**config.mk**
```make
export PLATFORM = sky130hd
export DESIGN_NAME = ac_link_pwr_ctrl
export DESIGN_NICKNAME = d
export VERILOG_FILES = /design/src/rtl/aclk_pkg.sv /design/src/rtl/link_deframer.sv /design/src/rtl/link_mode_ctrl.sv /design/src/rtl/link_out_stage.sv /design/src/rtl/ac_link_pwr_ctrl.sv
export SDC_FILE = /design/constraint.sdc
export NUM_CORES = 1
export LEC_CHECK = 0
export BUFFER_PORTS_ARGS = -buffer_cell sky130_fd_sc_hd__buf_2
export CAP_MARGIN = 20
export CORE_UTILIZATION = 45
export DETAILED_ROUTE_END_ITERATION = 8
export GPL_TIMING_DRIVEN = 0
export SLEW_MARGIN = 20
export SYNTH_ARGS = -nofsm -noshare
export SYNTH_HDL_FRONTEND = slang
export SYNTH_HIERARCHICAL = 1
export SYNTH_SLANG_ARGS = --single-unit
```
**constraint.sdc**
```tcl
create_clock -name clk -period 2.24 [get_ports clk]
set_input_delay 0.224 -clock clk [delete_from_list [all_inputs] [get_ports clk]]
set_output_delay 0.224 -clock clk [all_outputs]
set_load 0.03 [all_outputs]
```
**src/rtl/aclk_pkg.sv**
```systemverilog
package aclk_pkg;

    localparam int TAG_BITS   = 16;
    localparam int SLOT_BITS  = 20;
    localparam int SLOT_COUNT = 12;
    localparam int FRAME_BITS = TAG_BITS + SLOT_COUNT * SLOT_BITS;
    localparam int IDX_BITS   = 7;
    localparam int DATA_BITS  = 16;
    localparam logic [IDX_BITS-1:0] PD_INDEX = 7'h20;
    localparam int PD_DATA_BIT = 12;

    typedef logic [SLOT_BITS-1:0] slot_t;

    // command captured from one frame
    typedef struct packed {
        logic  cmd_ok;
        logic  dat_ok;
        slot_t cmd;
        slot_t dat;
    } wr_req_t;

    typedef enum logic [1:0] {
        M_RESET  = 2'd0,
        M_NORMAL = 2'd1,
        M_TEST   = 2'd2
    } mode_e;

    function automatic logic is_pd_write(wr_req_t r);
        logic idx_hit;
        idx_hit = (r.cmd[SLOT_BITS-2 -: IDX_BITS] == PD_INDEX);
        return r.cmd_ok && r.dat_ok && !r.cmd[SLOT_BITS-1] && idx_hit
               && r.dat[SLOT_BITS - DATA_BITS + PD_DATA_BIT];
    endfunction

endpackage

```
**src/rtl/link_deframer.sv**
```systemverilog
module link_deframer
    import aclk_pkg::*;
#(
    parameter int TAGB   = TAG_BITS,
    parameter int SLOTB  = SLOT_BITS,
    parameter int FRAMEB = FRAME_BITS
) (
    input  logic    clk,
    input  logic    rst,
    input  logic    sync,
    input  logic    sdo,
    output logic    req_valid,
    output wr_req_t req
);
    localparam int CW      = $clog2(FRAMEB);
    localparam int S1_LAST = TAGB + SLOTB - 1;
    localparam int S2_LAST = TAGB + 2 * SLOTB - 1;

    logic             sync_q;
    logic             in_frame;
    logic [CW-1:0]    cnt;
    logic [SLOTB-2:0] shreg;
    slot_t            s1_q;
    logic             v1_q, v2_q;

    logic          sync_rise, live;
    logic [CW-1:0] pos;
    slot_t         cur_slot;

    assign sync_rise = sync && !sync_q;
    assign live      = sync_rise || in_frame;
    assign pos       = sync_rise ? '0 : cnt;
    assign cur_slot  = {shreg, sdo};

    always_ff @(posedge clk) begin
        if (rst) begin
            sync_q    <= 1'b0;
            in_frame  <= 1'b0;
            cnt       <= '0;
            shreg     <= '0;
            s1_q      <= '0;
            v1_q      <= 1'b0;
            v2_q      <= 1'b0;
            req_valid <= 1'b0;
            req       <= '0;
        end else begin
            sync_q    <= sync;
            req_valid <= 1'b0;
            if (live) begin
                shreg    <= cur_slot[SLOTB-2:0];
                cnt      <= pos + 1'b1;
                in_frame <= (pos != CW'(FRAMEB - 1));
                if (pos == CW'(1)) v1_q <= sdo;
                if (pos == CW'(2)) v2_q <= sdo;
                if (pos == CW'(S1_LAST)) s1_q <= cur_slot;
                if (pos == CW'(S2_LAST)) begin
                    req.cmd_ok <= v1_q;
                    req.dat_ok <= v2_q;
                    req.cmd    <= s1_q;
                    req.dat    <= cur_slot;
                    req_valid  <= 1'b1;
                end
            end
        end
    end

endmodule

```
**src/rtl/link_mode_ctrl.sv**
```systemverilog
module link_mode_ctrl
    import aclk_pkg::*;
(
    input  logic    clk,
    input  logic    rst,
    input  logic    sdo,
    input  logic    req_valid,
    input  wr_req_t req,
    output mode_e   mode,
    output logic    pdown
);
    always_ff @(posedge clk) begin
        if (rst) begin
            mode  <= M_RESET;
            pdown <= 1'b0;
        end else begin
            if (mode == M_RESET)
                mode <= sdo ? M_TEST : M_NORMAL;
            if (mode == M_NORMAL && req_valid && is_pd_write(req))
                pdown <= 1'b1;
        end
    end

endmodule

```
**src/rtl/link_out_stage.sv**
```systemverilog
module link_out_stage
    import aclk_pkg::*;
(
    input  mode_e mode,
    input  logic  pdown,
    input  logic  codec_sdin,
    output logic  bit_clk_oe,
    output logic  bit_clk_run,
    output logic  sdin_o,
    output logic  sdin_oe
);
    logic running;

    assign running     = (mode == M_NORMAL) && !pdown;
    assign bit_clk_oe  = (mode != M_TEST);
    assign sdin_oe     = (mode != M_TEST);
    assign bit_clk_run = running;
    assign sdin_o      = running && codec_sdin;

endmodule

```
**src/rtl/ac_link_pwr_ctrl.sv**
```systemverilog
module ac_link_pwr_ctrl
    import aclk_pkg::*;
(
    input  logic clk,
    input  logic link_rst_n,
    input  logic sync,
    input  logic sdata_out,
    input  logic codec_sdin,
    output logic bit_clk_oe,
    output logic bit_clk_run,
    output logic sdin_o,
    output logic sdin_oe,
    output logic link_test_mode,
    output logic link_pdown
);
    logic    rst;
    logic    req_valid;
    wr_req_t req;
    mode_e   mode;

    assign rst = !link_rst_n;

    link_deframer u_deframer (
        .clk       (clk),
        .rst       (rst),
        .sync      (sync),
        .sdo       (sdata_out),
        .req_valid (req_valid),
        .req       (req)
    );

    link_mode_ctrl u_mode (
        .clk       (clk),
        .rst       (rst),
        .sdo       (sdata_out),
        .req_valid (req_valid),
        .req       (req),
        .mode      (mode),
        .pdown     (link_pdown)
    );

    link_out_stage u_out (
        .mode        (mode),
        .pdown       (link_pdown),
        .codec_sdin  (codec_sdin),
        .bit_clk_oe  (bit_clk_oe),
        .bit_clk_run (bit_clk_run),
        .sdin_o      (sdin_o),
        .sdin_oe     (sdin_oe)
    );

    assign link_test_mode = (mode == M_TEST);

endmodule

```
* Word-level counts from Yosys, hierarchy flattened *
Cells that the tools add are included.

operators by class
  equality and inequality tests = 9
  $add $sub $neg = 1
  reductions and logical operators = 19
  mux-type cells = 3

operator list
  kind                                            number
  == test 8 x 6 -> 1 bit (second input constant)  2
  AND reduction 2 bit                             5
  logical AND 1 bit                               9
  adder 8 x 1 -> 8 bit (second input constant)    1
  == test 8 x 1 -> 1 bit (second input constant)  1
  == test 8 x 2 -> 1 bit (second input constant)  1
  two-way mux 8 bit                               1
  inequality test 8 bit (second input constant)   1
  == test 7 x 6 -> 1 bit (second input constant)  1
  logical NOT 1 bit                               3
  == test 2 x 1 -> 1 bit (second input constant)  1
  == test 2 bit (second input constant)           1
  logical NOT 2 bit                               1
  two-way mux 2 bit                               1
  inequality test 2 bit (second input constant)   1
  logical OR 1 bit                                1
  two-way mux 1 bit                               1

word-level totals
  output and inout port bits = 6
  bits in registers = 94
  input bits = 5

* Logic depth before layout (Yosys ltp) *
Gate-level depths: netlist of the first run.

  depth in word-level cells = 5
  gate-level depth with buffers = 11

* Hierarchy *
The synthesis of the first run kept the hierarchy.

by module, submodules not included
  module            sequential area each (µm²)  area each (µm²)  times used  cells each
  link_deframer     1881.8                      3613.5           1           426
  link_mode_ctrl    60.1                        148.9            1           14
  link_out_stage    0.0                         33.8             1           4
  ac_link_pwr_ctrl  0.0                         17.5             1           2

* Worst setup path after synthesis of the first run *
No wires, ideal clock.

  path kind = reg2reg
  from = register u_deframer.sync_q
  to = register, netlist name u_deframer/req[19]
  buffers on the path = 3
  setup time = 0.070 ns
  required time = 2.170 ns
  cell stages (with the launch flop) = 11
  arrival time = 1.945 ns
  period minus slack after synthesis = 2.015 ns
  path slack = 0.225 ns
  cell sequence = dfxtp_1 nand2b_1 buf_2 and2_1 ha_1 and4_1 and4_1 clkbuf_1 clkbuf_1 nand2_1 a21oi_1

RTL lines
  element                   line                 RTL
  start: declaration        link_deframer.sv:19  logic sync_q;
  start signal: assignment  link_deframer.sv:47  sync_q <= sync;

* Worst setup path after layout of the first run *
  from = register u_deframer.sync_q
  to = register, netlist name u_deframer/req[32]

on the way
  word-level cells in the longest chain between the ends = 5
  elaborated cells between the ends (all ways) = 6
  those cells by class = 1 x eq/ne; 1 x mux; 4 x reduce/logical

RTL lines
  element                            line                 RTL
  logical NOT 1 bit (*)              link_deframer.sv:30  assign sync_rise = sync && !sync_q;
  logical AND 1 bit (*)              link_deframer.sv:30
  two-way mux 8 bit                  link_deframer.sv:32  assign pos = sync_rise ? '0 : cnt;
  == test 8 x 6 -> 1 bit             link_deframer.sv:56  if (pos == CW'(S2_LAST)) begin
  AND reduction 2 bit (no line) (*)  --

Mark *: on every way between the ends. The rest lies on a longest branch, timed or not.
A chain may end at the register's enable or synchronous reset.

==> impl_metrics.csv, run 1 <==
group,metric,value,unit
outcome,outcome,"finished, final reports clean",
yosys,yosysWarnings,6,
clock_network,postCtsSetupRepairBufs,0,
setup_path,cp_max_fo,10,
timing,worstMarginPinSlew,819,ps
setup_path,worst-path-buf-inv,2,
timing,fin_crit,2020,ps
clock_network,clkLatencyLatePin,310,ps
route,drt_iter0_drc,64,
floorplan,die_y,73.4,um
timing,relSlewSlack,44.9,%
timing,setup_violations,0,
route,met2WireLength,2010,um
grt,grt_pass1_vias,1610,
floorplan,start_util,47.6,%
timing,grt_setup_unrepaired,"false",
yosys,synthesis.nets,281,
route,via_per_inst,4.78,
final_layout,fin_nets,297,
setup_path,cp.arrival,2230,ps
route,routed-wl-met3,106,um
timing,finalClockSkew,10.2,ps
timing,fmax,494,MHz
hold_path,hold_class,"in -> reg",
route,routed_wirelength,4290,um
setup_path,crit_slowest_cell,"dfxtp_1",
yosys,syn-mean-instance-area,8.40,um^2
setup_path,critPathMaxStageDelay,330,ps
yosys,synth_area,0.00229,mm^2
clock_network,cts_num_sinks,54,
placement,placed_cell_area,0.00243,mm^2
placement,dp_slack,122,ps
route,top_layer,"met4",
floorplan,die_x,73.4,um
final_layout,design_area,0.00255,mm^2
clock_network,cts_buffer_depth,2,
grt,overflow,0,
pwr,leakage,0.922,nW
pwr,powerDensity,712,mW/mm^2
grt,antenna_found_initial,0,
grt,grt_usage,17.9,%
placement,hpwl,3090,um
floorplan,io_pins,11,
clock_network,cts_root_buf,"clkbuf_8",
setup_path,path_delay_family,"simple AND/OR/NAND/NOR gates",
placement,gp_congestion,0.739,
final_layout,syn2layout_area_growth,11.1,%
route,firstDrtPassIters,4,
route,drc,0,
setup_path,cp.required,2450,ps
timing,timing.final.ws_setup,216,ps
route,wl_met1,2150,um
clock_network,cts_tree,"done",
setup_path,start_kind,"flip-flop",
final_layout,final_util,52.9,%
clock_network,clkTransAtPathRegs,100,ps
setup_path,critical_path_class,"reg -> reg",
route,via_count,1705,
clock_network,cts_max_level,2,
route,wl_per_cell,12.0,um
setup_path,path_cells,"nand2b_1 > buf_2 > and2_1 > ha_1 > and4_1 > nand4_1 > clkbuf_1 > nand2_1 > a21oi_1",
route,ant_nets,0,
clock_network,cts_buffers,5,
timing,slew_violations,0,
final_layout,antenna_cells,0,
timing,hold_ws,161,ps
timing,tns,0,ps
timing,hold_violations,0,
setup_path,worstSetupEndpointType,"flip-flop",
floorplan,row_count,25,
pwr,ir_drop,0.291,mV
grt,grt_max_degree,18,
flow_run,cap_violations,0,
placement,io_buffers,10,
floorplan,dieArea,0.00538,mm^2
floorplan,core,0.00482,mm^2
timing,fin_crit_sh,90.3,%
grt,grt_pass1_wl,7350,um
final_layout,drive_gt1_share,10.7,%
yosys,synthCells,273,
-- path summary, 6_finish.rpt --
path                                          from                 end  slack, ps  cells after the start
worst min-delay path                          sync   u_deframer/sync_q        160                      2
worst min register to register  u_deframer/req[41]  u_deframer/req[41]        460                      2
worst max-delay path             u_deframer/sync_q  u_deframer/req[32]        220                      9
worst max register to register   u_deframer/sync_q  u_deframer/req[32]        220                      9
-- flip-flops by register name (all words and copies together), names as in the netlist --
name and cells:
u_mode/mode 2, u_deframer/v1_q 1, u_deframer/shreg 19, u_deframer/sync_q 1
u_deframer/in_frame 1, u_deframer/s1_q 8, u_mode/pdown 1, u_deframer/cnt 8
u_deframer/req 11, u_deframer/req_valid 1, u_deframer/v2_q 1
-- layout make-up --
type | instances | area [um^2]
tap | 67 | 83.8
fill | 481 | 2270
clock buffer | 6 | 82.6
inverter | 4 | 15.0
buffer | 27 | 135
multi-input combinational | 187 | 1060
clock inverter | 2 | 38.8
timing repair buffer | 10 | 50.0
sequential | 54 | 1080
-- through the flow --
stage | total power [W] | cells
final | 0.00181 | 357
after CTS | 0.00184 | 358
after floorplan | 0.00110 | 273
after global placement | 0.00114 | 350
after global routing | 0.00189 | 357
after detailed placement | 0.00114 | 350
-- cell usage in the layout, fill, tap and decap left out, types with 5 or more instances in the layout --
cell / instances
clkbuf_1: 20
mux2i_1: 10
nor2_1: 10
a21oi_1: 33
dfxtp_1: 54
nand2b_1: 24
xnor2_1: 5
buf_2: 11
nand2_1: 67
clkbuf_8: 6
-- report_power, final --
part,leakage [nW],internal (W),switching [W]
Clock,0.0618,0.000368,0.000326
Combinational,0.423,0.0000482,0.0000850
Sequential,0.437,0.000973,0.0000133
-- what timing repair did --
| action | CTS | global route |
|---|---|---|
| gates resized for setup | 0 | 2 |
| setup endpoints to repair | 0 | 10 |
| hold buffers | 0 | 0 |
-- per-layer routing --
| metal | GRT usage (%) | vias up |
|---|---|---|
| met5 | 0 | - |
| met4 | 5.77 | 0 |
| met3 | 4.53 | 2 |
| met2 | 29.9 | 23 |
| met1 | 22.4 | 766 |
| li1 | - | 914 |
Power figures use the tool's default switching activity.
==> run 2: changes to the inputs <==
--- a/config.mk
+++ b/config.mk
@@ -5,11 +5,13 @@
 export SDC_FILE = /design/constraint.sdc
 export NUM_CORES = 1
 export LEC_CHECK = 0
+export ABC_AREA = 1
 export BUFFER_PORTS_ARGS = -buffer_cell sky130_fd_sc_hd__buf_2
 export CAP_MARGIN = 20
-export CORE_UTILIZATION = 45
+export CORE_UTILIZATION = 35
 export DETAILED_ROUTE_END_ITERATION = 8
 export GPL_TIMING_DRIVEN = 0
+export SKIP_LAST_GASP = 1
 export SLEW_MARGIN = 20
 export SYNTH_ARGS = -nofsm -noshare
 export SYNTH_HDL_FRONTEND = slang
==> run 2 against run 1 <==
Effect of this change: clock skew shrank 5.1 ps; largest cell class unchanged; worst setup slack better by 180 ps; critical endpoint is now u_deframer/req[34]; via count up 20%; critical path depth is the same; synthesized area up 5.9%; sequential power grew 5%.
==> impl_metrics.csv, run 2 <==
group,metric,value,unit
outcome,outcome,"finished, final reports clean",
timing,grt_setup_unrepaired,"false",
timing,fmax,542,MHz
clock_network,cts_max_level,2,
pwr,powerDensity,697,mW/mm^2
hold_path,hold_class,"in -> reg",
final_layout,final-instance-count-excl-fill,438,
floorplan,die_y,85.3,um
clock_network,post_cts_resized,0,
floorplan,start_util,37.2,%
route,wl_per_cell,10.6,um
grt,grt_usage,14.3,%
setup_path,worstSetupEndpointType,"flip-flop",
floorplan,dieArea,0.00728,mm^2
timing,tns,0,ps
setup_path,critical_path_class,"reg -> reg",
final_layout,syn2layout_area_growth,10.6,%
pwr,ir_drop,0.318,mV
timing,finalClockSkew,5.12,ps
placement,io_buffers,10,
pwr,leakage,1.21,nW
setup_path,cp.required,2450,ps
floorplan,io_pins,11,
setup_path,cp_max_fo,5,
flow_run,cap_violations,0,
grt,grt_pass1_wl,8240,um
setup_path,cp.arrival,2050,ps
timing,setup_violations,0,
hold_path,whs_path_depth,3,
grt,overflow,0,
yosys,synthCells,343,
final_layout,fin_nets,368,
route,drt_iter0_drc,83,
setup_path,worstRegToRegCells,9,
placement,hpwl,3460,um
floorplan,row_count,29,
final_layout,reg_top3,"u_deframer/shreg x19, u_deframer/req x11",
timing,fin_crit_sh,82.3,%
setup_path,start_kind,"flip-flop",
final_layout,antenna_cells,0,
clock_network,postCtsSetupRepairBufs,0,
pwr,p_total,0.00187,W
timing,fin_crit,1840,ps
timing,slew_violations,0,
final_layout,design_area,0.00269,mm^2
final_layout,regMostFlops,"u_deframer/shreg",
yosys,syn-mean-instance-area,7.08,um^2
yosys,synth_area,0.00243,mm^2
placement,gp_congestion,0.888,
final_layout,drive_gt1_share,14.4,%
final_layout,layout_commonest_cell,"nor2_1",
yosys,synthesis.nets,351,
final_layout,largest_reg_flops,19,
setup_path,crit_slowest_cell,"dfxtp_1",
route,via_count,2042,
route,routed_wirelength,4650,um
clock_network,clkLatencyLatePin,310,ps
timing,hold_violations,0,
placement,placed_cell_area,0.00257,mm^2
route,via_per_inst,4.66,
grt,grt_max_degree,17,
clock_network,cts_num_sinks,54,
route,firstDrtPassIters,4,
clock_network,cts_root_buf,"clkbuf_8",
grt,antenna_found_initial,0,
clock_network,cts_buffers,5,
timing,relSlewSlack,71.0,%
setup_path,path_cells,"nor2_2 > nor2_1 > ha_1 > nand4_2 > nor2_2 > nand2_4 > buf_2 > o21bai_1 > nor2_1",
final_layout,layout_common_cells,"nor2_1, dfxtp_1, nand2_1",
timing,worstMarginPinSlew,436,ps
floorplan,die_x,85.3,um
route,drc,0,
placement,placed_cells,430,
floorplan,core,0.00653,mm^2
clock_network,cts_buffer_depth,2,
setup_path,critPathMaxStageDelay,380,ps
timing,hold_ws,160,ps
clock_network,holdBufCountCts,0,
clock_network,clkTransAtPathRegs,100,ps
yosys,yosysWarnings,6,
clock_network,cts_tree,"done",
grt,grt_pass1_vias,1927,
route,ant_nets,0,
run 2: cell types whose count changed in the layout (fill, tap and decap cells not counted), sizes merged, moves of 12 or more:
cell and change:
a21oi -27, clkbuf -12, inv +36, nand2 -21, nand2b -24, nor2 +100, o21ai +22
run 2: cell type report:
type,instances,area (um^2)
sequential,54,1080
tap,77,96.3
clock buffer,6,72.6
inverter,41,156
fill,707,3850
timing repair buffer,10,50.0
buffer,24,148
multi-input combinational,224,1040
clock inverter,2,37.5
run 2: worst max-delay path: cells and delay by family (launching register included):
| family | cells | cell delay [ps] |
|---|---|---|
| adders and majority gates | 1 | 300 |
| AOI/OAI and AO/OA | 1 | 140 |
| and+or+nand+nor | 6 | 770 |
| buffers and inverters | 1 | 150 |
| DFF | 1 | 380 |
run 2: final timing paths:
| check | to | startpoint | slack (ps) |
|---|---|---|---|
| setup reg to reg | u_deframer/req[34] | u_deframer/sync_q | 400 |
| hold reg to reg | u_deframer/req[41] | u_deframer/req[41] | 480 |
| hold / removal | u_deframer/sync_q | sync | 160 |
| setup / recovery | u_deframer/req[34] | u_deframer/sync_q | 400 |
run 2: metrics by stage:
step	utilization [%]	setup WS (ps)
finish	41.1	397
global route	41.1	182
floorplan	-	694
global placement	39.4	415
detailed placement	39.4	369
CTS	41.1	383
run 2: power by group:
group / internal [W] / switching [W] / leakage [nW]
registers: 0.00100 / 0.0000320 / 0.441
logic: 0.0000657 / 0.000122 / 0.716
clock network: 0.000334 / 0.000314 / 0.0514
total: 0.00140 / 0.000468 / 1.21
run 2: metal layers:
metal  routed length (um)  GRT usage (%)  up-vias
li1                     -              -     1083
met1                 2350           18.0      913
met2                 2030           23.4       42
met3                  213           3.31        4
met4                   59           6.36        0
met5                    0              0        -
